## config.mk

```make
export PLATFORM = sky130hd
export DESIGN_NAME = addrgen_seq
export DESIGN_NICKNAME = d
export VERILOG_FILES = /design/src/rtl/addrgen_pkg.sv /design/src/rtl/addrgen_imem.sv /design/src/rtl/addrgen_loop_unit.sv /design/src/rtl/addrgen_addr_dp.sv /design/src/rtl/addrgen_seq.sv
export SDC_FILE = /design/constraint.sdc
export NUM_CORES = 2
export LEC_CHECK = 0
export BUFFER_PORTS_ARGS = -buffer_cell sky130_fd_sc_hd__buf_2
export CAP_MARGIN = 40
export CORE_MARGIN = 4
export CORE_UTILIZATION = 40
export DETAILED_ROUTE_END_ITERATION = 16
export HOLD_SLACK_MARGIN = 0.08
export PLACE_DENSITY = 0.55
export SLEW_MARGIN = 25
export SYNTH_ARGS = -nofsm -noshare
export SYNTH_HDL_FRONTEND = slang
export SYNTH_SLANG_ARGS = --single-unit
```

## constraint.sdc

```tcl
create_clock -name clk -period 8.5 [get_ports clk]
set_input_delay 1.7 -clock clk [delete_from_list [all_inputs] [get_ports clk]]
set_output_delay 1.7 -clock clk [all_outputs]
set_load 0.005 [all_outputs]
```

## src/rtl/addrgen_pkg.sv

```systemverilog
`timescale 1ns/1ps
package addrgen_pkg;
  localparam logic [3:0] OP_NOP  = 4'd0;
  localparam logic [3:0] OP_SETP = 4'd1;
  localparam logic [3:0] OP_SETM = 4'd2;
  localparam logic [3:0] OP_LOOP = 4'd3;
  localparam logic [3:0] OP_GEN  = 4'd4;
  localparam logic [3:0] OP_HALT = 4'd5;

  localparam logic [1:0] AM_POST = 2'd0;
  localparam logic [1:0] AM_PRE  = 2'd1;
  localparam logic [1:0] AM_MOD  = 2'd2;
  localparam logic [1:0] AM_BREV = 2'd3;
endpackage

```

## src/rtl/addrgen_imem.sv

```systemverilog
`timescale 1ns/1ps
module addrgen_imem #(
  parameter int DEPTH = 64,
  parameter int W     = 32,
  localparam int AW   = $clog2(DEPTH)
) (
  input  logic          clk,
  input  logic          we,
  input  logic [AW-1:0] waddr,
  input  logic [W-1:0]  wdata,
  input  logic [AW-1:0] raddr,
  output logic [W-1:0]  rdata
);
  logic [W-1:0] mem_q [DEPTH];

  always_ff @(posedge clk) begin
    if (we) mem_q[waddr] <= wdata;
  end

  assign rdata = mem_q[raddr];
endmodule

```

## src/rtl/addrgen_loop_unit.sv

```systemverilog
`timescale 1ns/1ps
module addrgen_loop_unit #(
  parameter int LEVELS = 4,
  parameter int PW     = 6,
  parameter int CW     = 8,
  parameter int BW     = 3,
  localparam int LW    = $clog2(LEVELS)
) (
  input  logic          clk,
  input  logic          rst_n,
  input  logic [PW-1:0] pc,
  input  logic          advance,
  input  logic          setup,
  input  logic [LW-1:0] setup_lvl,
  input  logic [BW-1:0] setup_body,
  input  logic [CW-1:0] setup_cnt,
  output logic [PW-1:0] next_pc,
  output logic          jump
);
  logic [LEVELS-1:0] act_q, act_n;
  logic [PW-1:0]     st_q  [LEVELS];
  logic [PW-1:0]     st_n  [LEVELS];
  logic [PW-1:0]     end_q [LEVELS];
  logic [PW-1:0]     end_n [LEVELS];
  logic [CW-1:0]     cnt_q [LEVELS];
  logic [CW-1:0]     cnt_n [LEVELS];

  // innermost level first; an exhausted level falls through to the next outer one
  always_comb begin
    logic found;
    found   = 1'b0;
    next_pc = pc + PW'(1);
    jump    = 1'b0;
    act_n   = act_q;
    st_n    = st_q;
    end_n   = end_q;
    cnt_n   = cnt_q;
    for (int l = LEVELS-1; l >= 0; l--) begin
      if (advance && !found && act_q[l] && (pc == end_q[l])) begin
        if (cnt_q[l] != '0) begin
          next_pc  = st_q[l];
          cnt_n[l] = cnt_q[l] - CW'(1);
          jump     = 1'b1;
          found    = 1'b1;
        end else begin
          act_n[l] = 1'b0;
        end
      end
    end
    if (setup) begin
      act_n[setup_lvl] = 1'b1;
      st_n[setup_lvl]  = pc + PW'(1);
      end_n[setup_lvl] = pc + PW'(1) + PW'(setup_body);
      cnt_n[setup_lvl] = setup_cnt;
    end
  end

  always_ff @(posedge clk or negedge rst_n) begin
    if (!rst_n) begin
      act_q <= '0;
      for (int l = 0; l < LEVELS; l++) begin
        st_q[l]  <= '0;
        end_q[l] <= '0;
        cnt_q[l] <= '0;
      end
    end else begin
      act_q <= act_n;
      st_q  <= st_n;
      end_q <= end_n;
      cnt_q <= cnt_n;
    end
  end
endmodule

```

## src/rtl/addrgen_addr_dp.sv

```systemverilog
`timescale 1ns/1ps
module addrgen_addr_dp #(
  parameter int AW   = 6,
  localparam int NBW = $clog2(AW + 1)
) (
  input  logic           clk,
  input  logic           rst_n,
  input  logic           gen_en,
  input  logic [1:0]     mode,
  input  logic [AW-1:0]  step,
  input  logic [NBW-1:0] nbits,
  input  logic           setp_en,
  input  logic [AW-1:0]  setp_val,
  input  logic           setm_en,
  input  logic [AW-1:0]  base_val,
  input  logic [AW-1:0]  len_val,
  output logic [AW-1:0]  addr,
  output logic           addr_vld
);
  import addrgen_pkg::*;

  logic [AW-1:0] ptr_q, ptr_n, base_q, len_q, addr_q, out_n;
  logic          vld_q;
  logic [AW:0]   wide, lim, wrap;

  function automatic logic [AW-1:0] rev_low(input logic [AW-1:0] p, input logic [NBW-1:0] n);
    int k;
    k = (int'(n) > AW) ? AW : int'(n);
    rev_low = p;
    for (int i = 0; i < AW; i++) begin
      if (i < k) rev_low[i] = p[k-1-i];
    end
  endfunction

  always_comb begin
    wide = {1'b0, ptr_q} + {1'b0, step};
    lim  = {1'b0, base_q} + {1'b0, len_q};
    wrap = wide - {1'b0, len_q};
    ptr_n = wide[AW-1:0];
    out_n = ptr_q;
    case (mode)
      AM_PRE:  out_n = wide[AW-1:0];
      AM_MOD:  if (wide >= lim) ptr_n = wrap[AW-1:0];
      AM_BREV: out_n = rev_low(ptr_q, nbits);
      default: out_n = ptr_q;
    endcase
  end

  always_ff @(posedge clk or negedge rst_n) begin
    if (!rst_n) begin
      ptr_q  <= '0;
      base_q <= '0;
      len_q  <= '0;
      addr_q <= '0;
      vld_q  <= 1'b0;
    end else begin
      vld_q <= gen_en;
      if (gen_en) begin
        addr_q <= out_n;
        ptr_q  <= ptr_n;
      end else if (setp_en) begin
        ptr_q <= setp_val;
      end
      if (setm_en) begin
        base_q <= base_val;
        len_q  <= len_val;
      end
    end
  end

  assign addr     = addr_q;
  assign addr_vld = vld_q;
endmodule

```

## src/rtl/addrgen_seq.sv

```systemverilog
`timescale 1ns/1ps
module addrgen_seq #(
  parameter int IW     = 32,
  parameter int DEPTH  = 64,
  parameter int AW     = 6,
  parameter int LEVELS = 4,
  parameter int CW     = 8,
  parameter int BW     = 3,
  localparam int PCW   = $clog2(DEPTH),
  localparam int LW    = $clog2(LEVELS),
  localparam int NBW   = $clog2(AW + 1)
) (
  input  logic           clk,
  input  logic           rst_n,
  input  logic           ld_we,
  input  logic [PCW-1:0] ld_addr,
  input  logic [IW-1:0]  ld_data,
  input  logic           start,
  input  logic [PCW-1:0] start_pc,
  input  logic           addr_req,
  output logic [AW-1:0]  addr,
  output logic           addr_vld
);
  import addrgen_pkg::*;

  logic           run_q, run_n;
  logic [PCW-1:0] pc_q, pc_n, lp_next;
  logic [IW-1:0]  instr;
  logic [3:0]     op;
  logic           is_gen, stall, advance, lp_adv, lp_jump;
  logic           gen_en, setp_en, setm_en, loop_en;
  logic           unused_instr;

  addrgen_imem #(.DEPTH(DEPTH), .W(IW)) u_imem (
    .clk(clk), .we(ld_we), .waddr(ld_addr), .wdata(ld_data),
    .raddr(pc_q), .rdata(instr)
  );

  assign op           = instr[31:28];
  assign unused_instr = ^instr;
  assign is_gen       = run_q && (op == OP_GEN);
  assign stall        = is_gen && !addr_req;
  assign advance      = run_q && !stall && !start;
  assign lp_adv       = advance && (op != OP_HALT);
  assign gen_en       = advance && (op == OP_GEN);
  assign setp_en      = advance && (op == OP_SETP);
  assign setm_en      = advance && (op == OP_SETM);
  assign loop_en      = advance && (op == OP_LOOP);

  addrgen_loop_unit #(.LEVELS(LEVELS), .PW(PCW), .CW(CW), .BW(BW)) u_loop (
    .clk(clk), .rst_n(rst_n), .pc(pc_q), .advance(lp_adv),
    .setup(loop_en), .setup_lvl(instr[26 +: LW]),
    .setup_body(instr[8 +: BW]), .setup_cnt(instr[CW-1:0]),
    .next_pc(lp_next), .jump(lp_jump)
  );

  addrgen_addr_dp #(.AW(AW)) u_dp (
    .clk(clk), .rst_n(rst_n), .gen_en(gen_en), .mode(instr[25:24]),
    .step(instr[16 +: AW]), .nbits(instr[12 +: NBW]),
    .setp_en(setp_en), .setp_val(instr[AW-1:0]),
    .setm_en(setm_en), .base_val(instr[AW-1:0]), .len_val(instr[AW +: AW]),
    .addr(addr), .addr_vld(addr_vld)
  );

  always_comb begin
    run_n = run_q;
    pc_n  = pc_q;
    if (start) begin
      run_n = 1'b1;
      pc_n  = start_pc;
    end else if (advance) begin
      if (op == OP_HALT) run_n = 1'b0;
      else               pc_n  = lp_next;
    end
  end

  always_ff @(posedge clk or negedge rst_n) begin
    if (!rst_n) begin
      run_q <= 1'b0;
      pc_q  <= '0;
    end else begin
      run_q <= run_n;
      pc_q  <= pc_n;
    end
  end
endmodule

```

# Word-level counts from Yosys, hierarchy flattened
# Memory sizes are Yosys's and may differ from the RTL's.
# Index checks and enable logic that the tools add are counted.
# word_totals
ff_bits,116
ram_bits,2048
in_bits,49
out_inout_bits,7
elab_cells,186
memories,1
# mem_list
name,words,word_bits,rd,rd_ports_with_merged_regs,write_ports,line_no,source
u_imem.mem_q,64,32,1,0,1,addrgen_imem.sv:14,logic [W-1:0] mem_q [DEPTH];
# op_classes
add_sub_neg,15
n_lt_le_gt_ge,18
eq_ne,14
muxes,79
bitwise,2
reduce_logical,37
# op_table
operator,n
$lt 32x5->1 const B,6
$mux 6,16
$mux 8,9
$lt 3x32->1 const A,2
$lt 4x32->1 const A,2
$sub 32x2->32 const B,2
$sub 32x3->32 const B,2
$sub 32x4->32 const B,2
$bwmux 24,2
$mux 1,38
$bwmux 32,1
$lt 1x32->1 const A,1
$lt 2x32->1 const A,1
$mux 32,1
$reduce_bool 8->1,4
$sub 8x1->8 const B,4
$eq 6x6->1,4
$logic_and 1x1->1,22
$bmux 1 s3,6
$demux 8 s2,1
$add 6x6->7,2
$demux 6 s2,1
$pmux 6 s2,1
$eq 4x2->1 const B,2
23 further kinds,33

# Depth between registers and ports, before layout
# An unclocked memory read counts as a cell.
# logic_depth
ltp_word,29
depth_mapped,25
ltp_nobuf,18

# Cells and area by module
# From an unflattened synthesis, not the netlist that was laid out.
# unflattened
hier_cells,4152
hier_area_um2,85595.8
# by_module_without_submodules
module,instances,cells_each,area_per_inst_um2,seq_area_each_um2
addrgen_imem,1,3292,77874.7,61499.0
addrgen_loop_unit,1,518,4688.2,2102.0
addrgen_addr_dp,1,285,2567.5,625.6
addrgen_seq,1,57,465.4,175.2

# Worst setup path before layout
# No wires, ideal clock.
# synth_timing
path_kind,register to register
start,register pc_q[0]
end,register u_dp.ptr_q[1]
setup_ps,126
t_arrival_ps,6334
t_required_ps,8374
path_slack_ps,2040
path_stages_with_launch,25
n_path_buf,9
synth_period_minus_slack_ps,6460
path_cell_list,dfrtp_1 -> buf_6 -> buf_12 -> buf_6 -> buf_6 -> buf_6 -> buf_2 -> buf_4 -> buf_2 -> buf_2 -> mux4_2 -> mux4_2 -> mux4_2 -> ha_1 -> fa_1 -> ha_1 -> a21o_1 -> a21o_1 -> a21o_1 -> a21o_1 -> a21o_1 -> a21oi_1 -> nor2_1 -> mux2_1 -> a221o_1
# synth_between
elab_chain_len,9
word_cells_on_any_way,19
classes_between,add/sub (2); order compare (1); eq/ne (3); mux (4); reduce/logical (8); memory (1)
# synth_rtl
item,line_no,source
start: declaration,addrgen_seq.sv:27,"logic [PCW-1:0] pc_q, pc_n, lp_next;"
start signal: assignment,addrgen_seq.sv:83,pc_q <= pc_n;
$mem_v2 64x32 (*),n/a,
"parallel branches: the longest is 8 deep, another holds $add 6x6->7",n/a,
end signal: assignment,addrgen_addr_dp.sv:60,ptr_q <= ptr_n;
end signal: assignment,addrgen_addr_dp.sv:62,ptr_q <= setp_val;
end: declaration,addrgen_addr_dp.sv:22,"logic [AW-1:0] ptr_q, ptr_n, base_q, len_q, addr_q, out_n;"
# Mark *: on every way between the ends. The select of a mux whose other input is x is not followed.
# A chain may end at the register's enable or synchronous reset.

# Worst setup path after layout
# Ends and elaborated chain as after synthesis.

==> flow_summary.ini <==
[run_status]
status = finished, final reports clean

[finish]
final_common_cell = edfxtp_1
instances_no_fill = 6543
nNetsFinal = 3926
stdcell_area_um2 = 88930
drive_above_1_share = 0.2924
n_fill_cell = 16190
area_growth_pct = 13.75
final_cell_mix = edfxtp_1 (1856), mux4_2 (555), clkbuf_16 (205), buf_4 (130), dfrtp_1 (111)

[detailed_routing]
drc_errors = 0
vias = 37650
wl_per_cell_um = 31.27
firstDrtPassIters = 7
ant_nets = 0
via_per_inst = 5.754
initialDrtViolationCount = 4099
wirelength_mm = 204.6

[clocking]
cts.sinks = 1972
clkTransAtPathRegs_ps = 60
cts_tree = done
postCtsSetupBuffers = 0
root_buffer = clkbuf_16
cts_hold_buffers = 0
htreeDepth = 4
numCtsBuffers = 198
cts_resized = 0
insertion_delay_ps = 830
clockBufferDepth = 3

[worst_setup_path]
worst_setup_path_end_kind = flip-flop
critPathLaunchType = flip-flop
r2r_start = pc_q[0]
r2r_slack_ps = 2160
crit_path_start = pc_q[0]
rr_endpoint = u_dp.ptr_q[1]
endpoint = u_dp.ptr_q[1]
cp_data_arrival_time_ps = 7060
worstPathRequired_ps = 9220
setup.worst_path.class = flip-flop to flip-flop
r2r_cells = 16
critPathMaxFanout = 29

[power_and_ir_drop]
p_leak_uw = 0.02858
swShare = 0.3246
p_int_uw = 20030
pwr_density_cell_nw_per_um2 = 333.5
peakVddDrop_v = 0.0002273
p_clk_frac = 0.279
p_sw_uw = 9626
combinationalPowerShare = 0.340
seqPwrFrac = 0.381

[global_routing]
grt_pass1_wl_mm = 291.0
grt_usage = 0.2015
grt_pass1_vias = 38200
grt_max_degree = 65
overflow = 0
antenna_found_initial = 16

[die]
chipHeight_um = 450.1
start_util = 0.4018
num_rows = 162
num_io_pins = 56
die_w_um = 450.1
die-area_um2 = 202600
core_area_um2 = 194600

[sta]
worstMarginPinSlew_ps = 882.1
final-hold-violation-count = 0
fin_crit_sh = 0.7459
period_needed_ps = 6340
slew_violations = 0
timing.fmax_mhz = 157.7
fin_skew_ps = 41.37
slew_headroom = 0.4120
rsz0062_at_grt = false
tns_ps = 0
setup_viol = 0

[place]
place_area_um2 = 82730
gp_congestion = 0.8001
dp_cells = 6167
portBuffers = 52
dp_hpwl_mm = 111.7

[synth]
syn_area_um2 = 78180
ys_seq_area_frac = 0.7500
synthFlopType = edfxtp_1
synth-seq-cells = 1972
synth_cells = 3597
yosys_warnings = 0
synth_edf_count = 1856
syn_avg_cell_area_um2 = 21.74
async_flop_share = 0.05882
syn_nets = 3691
ys_types = 77

[job]
maxCapViolations = 0

[worst_hold_path]
hp-class = flip-flop to flip-flop
==> synth_stat cells (all sizes together) (6+ instances only) <==
cell | n | share of area
a211oi | 9 | 0.00086
a21o | 21 | 0.0020
a21oi | 54 | 0.0035
a221oi | 7 | 0.00078
a22o | 7 | 0.00078
a22oi | 19 | 0.0018
a31oi | 10 | 0.00080
and3 | 6 | 0.00048
buf | 117 | 0.0097
clkbuf | 65 | 0.0031
dfrtp | 116 | 0.037
edfxtp | 1856 | 0.71
ha | 41 | 0.0066
inv | 51 | 0.0024
mux2 | 68 | 0.0098
mux2i | 57 | 0.0073
mux4 | 555 | 0.16
nand2 | 99 | 0.0048
nand2b | 14 | 0.0011
nand3 | 28 | 0.0018
nand3b | 6 | 0.00058
nand4 | 15 | 0.0012
nand4b | 6 | 0.00067
nor2 | 115 | 0.0055
nor2b | 21 | 0.0017
nor3 | 11 | 0.00070
nor4 | 7 | 0.00072
o211ai | 9 | 0.00086
o21a | 7 | 0.00067
o21ai | 48 | 0.0031
o22a | 7 | 0.00078
o22ai | 7 | 0.00056
o31ai | 9 | 0.00086
or3 | 7 | 0.00056
xnor2 | 35 | 0.0039
xor2 | 14 | 0.0016
==> worst max-delay path: stages, from the launching register on <==
cell and delay, ps:
dfrtp_4 910, buf_4 480, mux4_2 570, mux4_2 630
mux4_2 570, ha_1 240, fa_1 400, xor2_1 410
ha_1 310, a21o_1 150, a21o_1 170, a21o_1 170
a21o_1 160, a21oi_1 180, nor2_1 160, mux2_1 340
a221o_1 290
==> cell type report <==
cell class	count	area [µm²]	area share
inverter	53	206.4	0.002321
clock inverter	112	779.5	0.008765
sequential	1972	58650	0.6595
antenna	6	15.01	0.0001688
timing repair buffer	217	1938	0.02179
tap	2542	3181	0.03576
clock buffer	251	5313	0.05974
multi-input combinational	1390	18850	0.2120
==> power groups by stage <==
stage          combinational (µW)  clock [µW]  sequential, µW
6_report                    10100        8260           11300
3_5_place_dp                10200           0           11500
2_1_floorplan                6990           0           11200
3_3_place_gp                10100           0           11500
5_1_grt                     10900        8870           11300
4_1_cts                     10200        8440           11300
==> per-stage QoR <==
step / total power [µW] / setup WS, ps / util / hold WS, ps
2_1_floorplan: 18230 / 2040 / - / 444.4
3_3_place_gp: 21620 / 1726 / 0.4225 / 464.6
3_5_place_dp: 21660 / 2094 / 0.4252 / 469.7
4_1_cts: 29930 / 2075 / 0.4565 / 483.0
5_1_grt: 31060 / 1856 / 0.4570 / 502.2
6_report: 29660 / 2160 / 0.4570 / 487.3
==> per-layer routing <==
layer	up-vias	track usage	wire length (µm)
li1	15590	-	-
met1	20580	0.2917	88970
met2	1218	0.3233	98470
met3	257	0.03452	13400
met4	8	0.04380	3716
met5	-	0	51
==> state kept, by name, indices dropped and copies added (netlist names) <==
| name | cells |
|---|---|
| u_dp.addr | 6 |
| u_dp.ptr_q | 6 |
| run_q | 1 |
| u_loop.cnt_q | 32 |
| u_dp.base_q | 6 |
| u_imem.mem_q | 1856 |
| u_dp.addr_vld | 1 |
| u_dp.len_q | 6 |
| u_loop.st_q | 24 |
| u_loop.end_q | 24 |
| u_loop.act_q | 4 |
| pc_q | 6 |
==> logic make-up (layout without fill, tap and decap cells) <==
kind of cell | count (synthesis) | count (layout) | share of synthesized area
buf+inv | 235 | 633 | 0.01532
compound gates | 253 | 253 | 0.02208
mux | 680 | 680 | 0.1770
other cells | 0 | 6 | 0
simple gates | 363 | 363 | 0.02258
xor+xnor | 49 | 49 | 0.005489
fa+ha+maj | 45 | 45 | 0.007586
flops | 1972 | 1972 | 0.7500
==> worst min path at each step <==
stage | start | to | slack (ps) | cells after the start
2_1_floorplan | u_loop.st_q[1] | u_loop.st_q[1] | 440 | 2
3_3_place_gp | u_loop.st_q[17] | u_loop.st_q[17] | 460 | 1
3_5_place_dp | u_loop.st_q[17] | u_loop.st_q[17] | 470 | 1
4_1_cts | u_loop.st_q[17] | u_loop.st_q[17] | 480 | 1
5_1_grt | u_loop.st_q[17] | u_loop.st_q[17] | 500 | 1
6_report | u_loop.st_q[17] | u_loop.st_q[17] | 490 | 1
Note: power is estimated with default switching activity, not from simulation.
